[config.mk]
export PLATFORM = sky130hd
export DESIGN_NAME = nand_tcyc_calc
export DESIGN_NICKNAME = d
export VERILOG_FILES = /design/src/rtl/nand_tcyc_pkg.sv /design/src/rtl/nand_tcyc_div.sv /design/src/rtl/nand_tcyc_solve.sv /design/src/rtl/nand_tcyc_calc.sv
export SDC_FILE = /design/constraint.sdc
export NUM_CORES = 2
export LEC_CHECK = 0
export ABC_AREA = 0
export BUFFER_PORTS_ARGS = -buffer_cell sky130_fd_sc_hd__buf_2
export CAP_MARGIN = 40
export CORE_MARGIN = 1
export CORE_UTILIZATION = 50
export DETAILED_ROUTE_END_ITERATION = 8
export GPL_TIMING_DRIVEN = 0
export PLACE_DENSITY_LB_ADDON = 0.2
export SLEW_MARGIN = 20
export SYNTH_ARGS = -nofsm -noshare
export SYNTH_HDL_FRONTEND = slang
export SYNTH_SLANG_ARGS = --single-unit
[constraint.sdc]
create_clock -name clk -period 229.1 [get_ports clk]
set_input_delay 45.82 -clock clk [delete_from_list [all_inputs] [get_ports clk]]
set_output_delay 45.82 -clock clk [all_outputs]
set_load 0.1 [all_outputs]
[src/rtl/nand_tcyc_pkg.sv]
package nand_tcyc_pkg;

  typedef logic signed [31:0] s32_t;

  localparam int NCONV    = 17;   // conversions stored before the last step
  localparam int NSTEP    = NCONV + 1;
  localparam int SU_MARGIN_PS = 3000;
  localparam int HD_MARGIN_PS = 1600;

  // Index map of the stored conversions; the order is the step order.
  localparam int C_CLR  = 0;
  localparam int C_REA  = 1;
  localparam int C_RP   = 2;
  localparam int C_CEA  = 3;
  localparam int C_RHLD = 4;
  localparam int C_RC   = 5;
  localparam int C_CHZ  = 6;
  localparam int C_CLS  = 7;
  localparam int C_ALS  = 8;
  localparam int C_CS   = 9;
  localparam int C_WP   = 10;
  localparam int C_DS   = 11;
  localparam int C_CLH  = 12;
  localparam int C_ALH  = 13;
  localparam int C_CH   = 14;
  localparam int C_DH   = 15;
  localparam int C_WC   = 16;

  // Truncate to ns, then ceiling-divide by the period (C-style signed).
  function automatic s32_t ps_to_cycles(s32_t ps, s32_t per);
    s32_t ns;
    ns = ps / 32'sd1000;
    if (per == 32'sd0) return 32'sd0;
    return (ns + per - 32'sd1) / per;
  endfunction

  function automatic s32_t clamp0(s32_t v);
    return (v < 32'sd0) ? 32'sd0 : v;
  endfunction

  function automatic s32_t smax(s32_t a, s32_t b);
    return (a > b) ? a : b;
  endfunction

endpackage

[src/rtl/nand_tcyc_div.sv]
module nand_tcyc_div
  import nand_tcyc_pkg::*;
#(
  parameter int PW = 16
) (
  input  logic signed [31:0] ps_in,
  input  logic [PW-1:0]      period_ns,
  output logic signed [31:0] cyc_out
);
  s32_t per_s;

  always_comb begin
    per_s   = s32_t'({{(32-PW){1'b0}}, period_ns});
    cyc_out = ps_to_cycles(ps_in, per_s);
  end
endmodule

[src/rtl/nand_tcyc_solve.sv]
module nand_tcyc_solve
  import nand_tcyc_pkg::*;
(
  input  logic [NCONV-1:0][31:0] cyc_vec,
  input  logic signed [31:0]     turn_cyc,
  output logic signed [31:0]     rs,
  output logic signed [31:0]     rst,
  output logic signed [31:0]     rh,
  output logic signed [31:0]     ta,
  output logic signed [31:0]     ws,
  output logic signed [31:0]     wst,
  output logic signed [31:0]     wh
);
  s32_t c [NCONV];

  always_comb begin
    for (int i = 0; i < NCONV; i++) c[i] = $signed(cyc_vec[i]);

    rs  = clamp0(c[C_CLR] - 32'sd1);
    rst = clamp0(smax(c[C_REA], c[C_RP]) - 32'sd1);
    rst = smax(rst, c[C_CEA] - 32'sd2 - rs);
    rh  = clamp0(c[C_RHLD] - 32'sd1);
    rh  = smax(rh, c[C_RC] - 32'sd3 - rs - rst);
    ta  = clamp0(smax(turn_cyc, c[C_CHZ]) - 32'sd1);

    ws  = clamp0(smax(smax(c[C_CLS], c[C_ALS]), c[C_CS]) - 32'sd1);
    wst = clamp0(c[C_WP] - 32'sd1);
    wst = smax(wst, c[C_DS] - 32'sd2 - ws);
    wh  = clamp0(smax(smax(c[C_CLH], c[C_ALH]), smax(c[C_CH], c[C_DH])) - 32'sd1);
    wh  = smax(wh, c[C_WC] - 32'sd2 - ws - wst);
  end
endmodule

[src/rtl/nand_tcyc_calc.sv]
module nand_tcyc_calc
  import nand_tcyc_pkg::*;
#(
  parameter int PW       = 16,
  parameter int SETUP_W  = 4,
  parameter int STROBE_W = 6,
  parameter int HOLD_W   = 4,
  parameter int TURN_W   = 2
) (
  input  logic                clk,
  input  logic                rst_n,
  input  logic                start,
  input  logic [PW-1:0]       period_ns,
  input  logic signed [31:0]  cle_to_re_ps,
  input  logic signed [31:0]  re_access_ps,
  input  logic signed [31:0]  re_pulse_ps,
  input  logic signed [31:0]  ce_access_ps,
  input  logic signed [31:0]  ce_hiz_ps,
  input  logic signed [31:0]  rd_cycle_ps,
  input  logic signed [31:0]  re_hiz_ps,
  input  logic signed [31:0]  cle_setup_ps,
  input  logic signed [31:0]  ale_setup_ps,
  input  logic signed [31:0]  ce_setup_ps,
  input  logic signed [31:0]  we_pulse_ps,
  input  logic signed [31:0]  data_setup_ps,
  input  logic signed [31:0]  cle_hold_ps,
  input  logic signed [31:0]  ale_hold_ps,
  input  logic signed [31:0]  ce_hold_ps,
  input  logic signed [31:0]  data_hold_ps,
  input  logic signed [31:0]  wr_cycle_ps,
  output logic                busy,
  output logic                done,
  output logic [SETUP_W-1:0]  rd_setup,
  output logic [STROBE_W-1:0] rd_strobe,
  output logic [HOLD_W-1:0]   rd_hold,
  output logic [TURN_W-1:0]   turnaround,
  output logic [SETUP_W-1:0]  wr_setup,
  output logic [STROBE_W-1:0] wr_strobe,
  output logic [HOLD_W-1:0]   wr_hold,
  output logic                overflow
);
  localparam int SW       = $clog2(NSTEP);
  localparam int SETUP_MX = (1 << SETUP_W) - 1;
  localparam int STRB_MX  = (1 << STROBE_W) - 1;
  localparam int HOLD_MX  = (1 << HOLD_W) - 1;
  localparam int TURN_MX  = (1 << TURN_W) - 1;
  localparam logic [SW-1:0] LAST_STEP = SW'(NSTEP - 1);

  typedef enum logic {ST_IDLE, ST_RUN} state_t;

  state_t                 state_q;
  logic [SW-1:0]          step_q;
  logic [NCONV-1:0][31:0] cyc_q;
  s32_t                   operand, div_cyc, per_s;
  s32_t                   rs, rst, rh, ta, ws, wst, wh;
  logic                   accept, last_step, ovf_any;

  assign busy      = (state_q == ST_RUN);
  assign accept    = (state_q == ST_IDLE) && start;
  assign last_step = busy && (step_q == LAST_STEP);
  assign per_s     = s32_t'({{(32-PW){1'b0}}, period_ns});

  // One operand per step into the shared divider.
  always_comb begin
    unique case (step_q)
      5'd0:    operand = cle_to_re_ps;
      5'd1:    operand = re_access_ps + SU_MARGIN_PS;
      5'd2:    operand = re_pulse_ps;
      5'd3:    operand = ce_access_ps + SU_MARGIN_PS;
      5'd4:    operand = HD_MARGIN_PS - ce_hiz_ps;
      5'd5:    operand = rd_cycle_ps;
      5'd6:    operand = ce_hiz_ps;
      5'd7:    operand = cle_setup_ps;
      5'd8:    operand = ale_setup_ps;
      5'd9:    operand = ce_setup_ps;
      5'd10:   operand = we_pulse_ps;
      5'd11:   operand = data_setup_ps;
      5'd12:   operand = cle_hold_ps;
      5'd13:   operand = ale_hold_ps;
      5'd14:   operand = ce_hold_ps;
      5'd15:   operand = data_hold_ps;
      5'd16:   operand = wr_cycle_ps;
      default: operand = re_hiz_ps - (rh + 32'sd1) * per_s * 32'sd1000;
    endcase
  end

  nand_tcyc_div #(.PW(PW)) u_div (
    .ps_in     (operand),
    .period_ns (period_ns),
    .cyc_out   (div_cyc)
  );

  nand_tcyc_solve u_solve (
    .cyc_vec  (cyc_q),
    .turn_cyc (div_cyc),
    .rs       (rs),
    .rst      (rst),
    .rh       (rh),
    .ta       (ta),
    .ws       (ws),
    .wst      (wst),
    .wh       (wh)
  );

  assign ovf_any = (rs > SETUP_MX) || (rst > STRB_MX) || (rh > HOLD_MX) ||
                   (ta > TURN_MX)  || (ws > SETUP_MX) || (wst > STRB_MX) ||
                   (wh > HOLD_MX);

  always_ff @(posedge clk) begin
    if (!rst_n) begin
      state_q    <= ST_IDLE;
      step_q     <= '0;
      cyc_q      <= '0;
      done       <= 1'b0;
      rd_setup   <= '0;
      rd_strobe  <= '0;
      rd_hold    <= '0;
      turnaround <= '0;
      wr_setup   <= '0;
      wr_strobe  <= '0;
      wr_hold    <= '0;
      overflow   <= 1'b0;
    end else begin
      done <= 1'b0;
      if (accept) begin
        state_q <= ST_RUN;
        step_q  <= '0;
      end else if (last_step) begin
        state_q    <= ST_IDLE;
        done       <= 1'b1;
        rd_setup   <= rs[SETUP_W-1:0];
        rd_strobe  <= rst[STROBE_W-1:0];
        rd_hold    <= rh[HOLD_W-1:0];
        turnaround <= ta[TURN_W-1:0];
        wr_setup   <= ws[SETUP_W-1:0];
        wr_strobe  <= wst[STROBE_W-1:0];
        wr_hold    <= wh[HOLD_W-1:0];
        overflow   <= ovf_any;
      end else if (busy) begin
        cyc_q[step_q] <= div_cyc;
        step_q        <= step_q + 1'b1;
      end
    end
  end

  // Input expectation: a period of zero is never used for a run.
  AST_PERIOD_NONZERO: assert property (@(posedge clk) disable iff (!rst_n)
    accept |-> (period_ns != '0));

  AST_NO_NEG_PHASE: assert property (@(posedge clk) disable iff (!rst_n)
    last_step |-> (rs >= 0 && rst >= 0 && rh >= 0 && ta >= 0 &&
                   ws >= 0 && wst >= 0 && wh >= 0));

  AST_RD_CYCLE_MIN: assert property (@(posedge clk) disable iff (!rst_n)
    last_step |-> (rs + rst + rh >= $signed(cyc_q[C_RC]) - 32'sd3));

  AST_WR_CYCLE_MIN: assert property (@(posedge clk) disable iff (!rst_n)
    last_step |-> (ws + wst + wh >= $signed(cyc_q[C_WC]) - 32'sd2));

  AST_DONE_PULSE: assert property (@(posedge clk) disable iff (!rst_n)
    done |=> !done);

  AST_DONE_AFTER_BUSY: assert property (@(posedge clk) disable iff (!rst_n)
    $rose(done) |-> $past(busy));

  AST_RESULTS_HELD: assert property (@(posedge clk) disable iff (!rst_n)
    !done |-> ($stable(rd_setup) && $stable(rd_strobe) && $stable(rd_hold) &&
               $stable(turnaround) && $stable(wr_setup) && $stable(wr_strobe) &&
               $stable(wr_hold) && $stable(overflow)));

  AST_START_IGNORED: assert property (@(posedge clk) disable iff (!rst_n)
    (busy && !last_step && start) |=> (busy && !done));

endmodule

==> flow_summary.ini <==
[critical_path]
cp_slowest_cell = nor2_4
critPathKind = input port to flip-flop
crit_fanout = 19
crit_path_end_kind = flip-flop
cpPeakStageDelay_ns = 0.66
startpoint_type = input port
path_common_cell = inv_1
required_ns = 229.66
crit_arrival_ns = 216.28

[grt]
grt_overflow_total = 0
grt_use_total_pct = 43.17
grt_pass1_vias = 101300
antenna_found_initial = 120
grt_start_max_net_pins = 37
grt_pass1_wl_um = 674600

[route]
postRouteAntennaNets = 0
wirelength_um = 470100
vias_per_cell = 6.139
dr_wl_met2_um = 194400
num_vias = 110300
wl_met1_um = 189100
wl_per_cell_um = 26.16
dr.max_layer_used = met5
drtPass1Iterations = 8
post-route-drc-count = 0
drt_iter0_drc = 12010
route.met3.wl_um = 52870

[layout]
drive_gt1_share_pct = 12.79
multi_input_area_sq_um = 85130
final.fill_count = 20160
fin_nets = 17320
stdcell_area_sq_um = 116800
mostFrequentLayoutCell = nand2_1
layout_common_cells = 1771 x nand2_1, 1527 x inv_1, 1376 x a21oi_1
regArea_sq_um = 11650
synthToLayoutAreaGrowth_pct = 12.62

[yosys]
avgSynthCellArea_sq_um = 7.272
synth_seq_cells = 582
synth-edff-count = 0
async_flop_share_pct = 0
syn_inst = 14260
synth_warnings = 0
ys.flop_type = dfxtp_1
syn_area_sq_um = 103700
ys_seq_area_share_pct = 11.24
synth_fp_nets = 16420
synth_cell_types = 182

[sta]
hold_viol = 0
finalCriticalPeriod_ns = 215.72
fmax_mhz = 4.636
maxSlewViolCount = 0
fin_crit_sh_pct = 94.16
setup_viol = 0
worst_slew_pin_slew_ns = 1.028
setup_tns_ns = 0
maxSlewHeadroom_pct = 30.73
holdWs_ns = 0.4532
skew_ns = 0.04330

[die]
ioPinCount = 596
die-area_sq_um = 209200
die_w_um = 457.4
rows = 166
die_h_um = 457.4
start_util_pct = 50.48
core_area_sq_um = 205400

[clocking]
cts_tree = yes
cts_buffers = 57
clockRootBuffer = clkbuf_16
cts_buffer_depth = 3
clk_pin_slew_ns = 0.07
clock_latency_ns = 0.70
postCtsHoldBufs = 0
cts_sinks = 582
htreeDepth = 2

[placed_design]
port_buffers = 590
placed_area_sq_um = 111900
hpwl_um = 393100
gp_congestion = 1.151

[hold_path]
min_path_type = flip-flop to flip-flop

[run_status]
status = completed

[flow_run]
cap_violations = 0
area by class of cell:
| type | count | share of cell area [%] |
|---|---|---|
| Antenna cell | 82 | 0.1757 |
| Buffer | 593 | 2.690 |
| Clock buffer | 75 | 1.366 |
| Clock inverter | 28 | 0.3386 |
| Inverter | 1551 | 4.996 |
| Multi-Input combinational cell | 11520 | 72.90 |
| Sequential cell | 582 | 9.977 |
| Tap cell | 2688 | 2.880 |
| Timing Repair Buffer | 848 | 4.673 |
flip-flops by register name, summed over array words and instances (netlist names):
name and cells:
cyc_q 544, rd_strobe 6, wr_strobe 6, step_q 5, rd_hold 4, rd_setup 4, wr_hold 4, wr_setup 4
turnaround 2, busy 1, done 1, overflow 1
final timing paths:
check | start | end | slack (ns) | cells past startpoint
worst max-delay path | period_ns[7] | overflow | 13.38 | 875
worst min register to register | cyc_q[114] | cyc_q[114] | 0.45 | 2
worst max register to register | cyc_q[2] | overflow | 35.85 | 1030
worst min-delay path | cyc_q[114] | cyc_q[114] | 0.45 | 2
cell families after synthesis:
group,synth area share [%]
buffers and inverters,8.510
and+or+nand+nor,22.62
DFF,11.24
xor gates and xnor gates,8.518
AOI/OAI and AO/OA,22.34
adders and majority gates,22.35
muxes,4.425
routing by layer:
| layer | vias to the layer above | GRT usage (%) |
|---|---|---|
| met5 | - | 0 |
| met4 | 46 | 25.17 |
| met3 | 1224 | 12.13 |
| met2 | 5354 | 64.36 |
| met1 | 52340 | 55.32 |
| li1 | 51360 | - |
stage by stage:
step / std cells / utilization [%] / worst slack, ns
3_3_place_gp: 17540 / 53.56 / -6.796
2_1_floorplan: 14260 / - / 27.78
6_report: 17970 / 56.85 / 13.38
5_1_grt: 17920 / 56.79 / -0.5255
3_5_place_dp: 17690 / 54.50 / -3.817
4_1_cts: 17800 / 55.54 / 0.08163
worst max-delay path, delay by kind of cell:
family | cells | cell delay, ns
xor+xnor | 16 | 4.51
buf+inv | 232 | 26.83
mux | 5 | 1.50
fa+ha+maj | 47 | 15.59
compound gates | 379 | 75.35
simple gates | 196 | 34.25
synth_stat cells (88+ instances only):
| cell type | count | area, sq um |
|---|---|---|
| mux2_2 | 179 | 2016 |
| nand4_1 | 167 | 1045 |
| a21o_1 | 159 | 1194 |
| fa_1 | 409 | 8188 |
| o21ai_0 | 449 | 2247 |
| nor4_1 | 128 | 800.8 |
| a21oi_1 | 1460 | 7307 |
| and2_1 | 235 | 1470 |
| nand2b_1 | 147 | 919.6 |
| xor2_1 | 369 | 3232 |
| mux2i_1 | 233 | 2332 |
| nand2_1 | 1780 | 6681 |
| dfxtp_1 | 582 | 11650 |
| or3_1 | 104 | 650.6 |
| nor3_1 | 350 | 1752 |
| nor2b_1 | 157 | 982.2 |
| nor2_1 | 1214 | 4557 |
| xnor2_1 | 591 | 5176 |
| ha_1 | 1191 | 14900 |
| o21a_1 | 182 | 1366 |
| a22oi_1 | 88 | 660.6 |
| inv_1 | 1543 | 5792 |
| nand3_1 | 229 | 1146 |
| clkbuf_1 | 384 | 1441 |
| o21bai_1 | 146 | 1096 |
timing repair:
item | CTS | global route
cloned | 0 | 1
endpoints found under the setup margin | 3 | 547
resized for setup | 32 | 483
endpoints found under the hold margin | 0 | 0
pin swaps | 2 | 66
setup buffers | 5 | 84
Power is left out: the tool's default activity adds up to more than one toggle a clock period on the data nets, which glitch-free logic cannot reach.
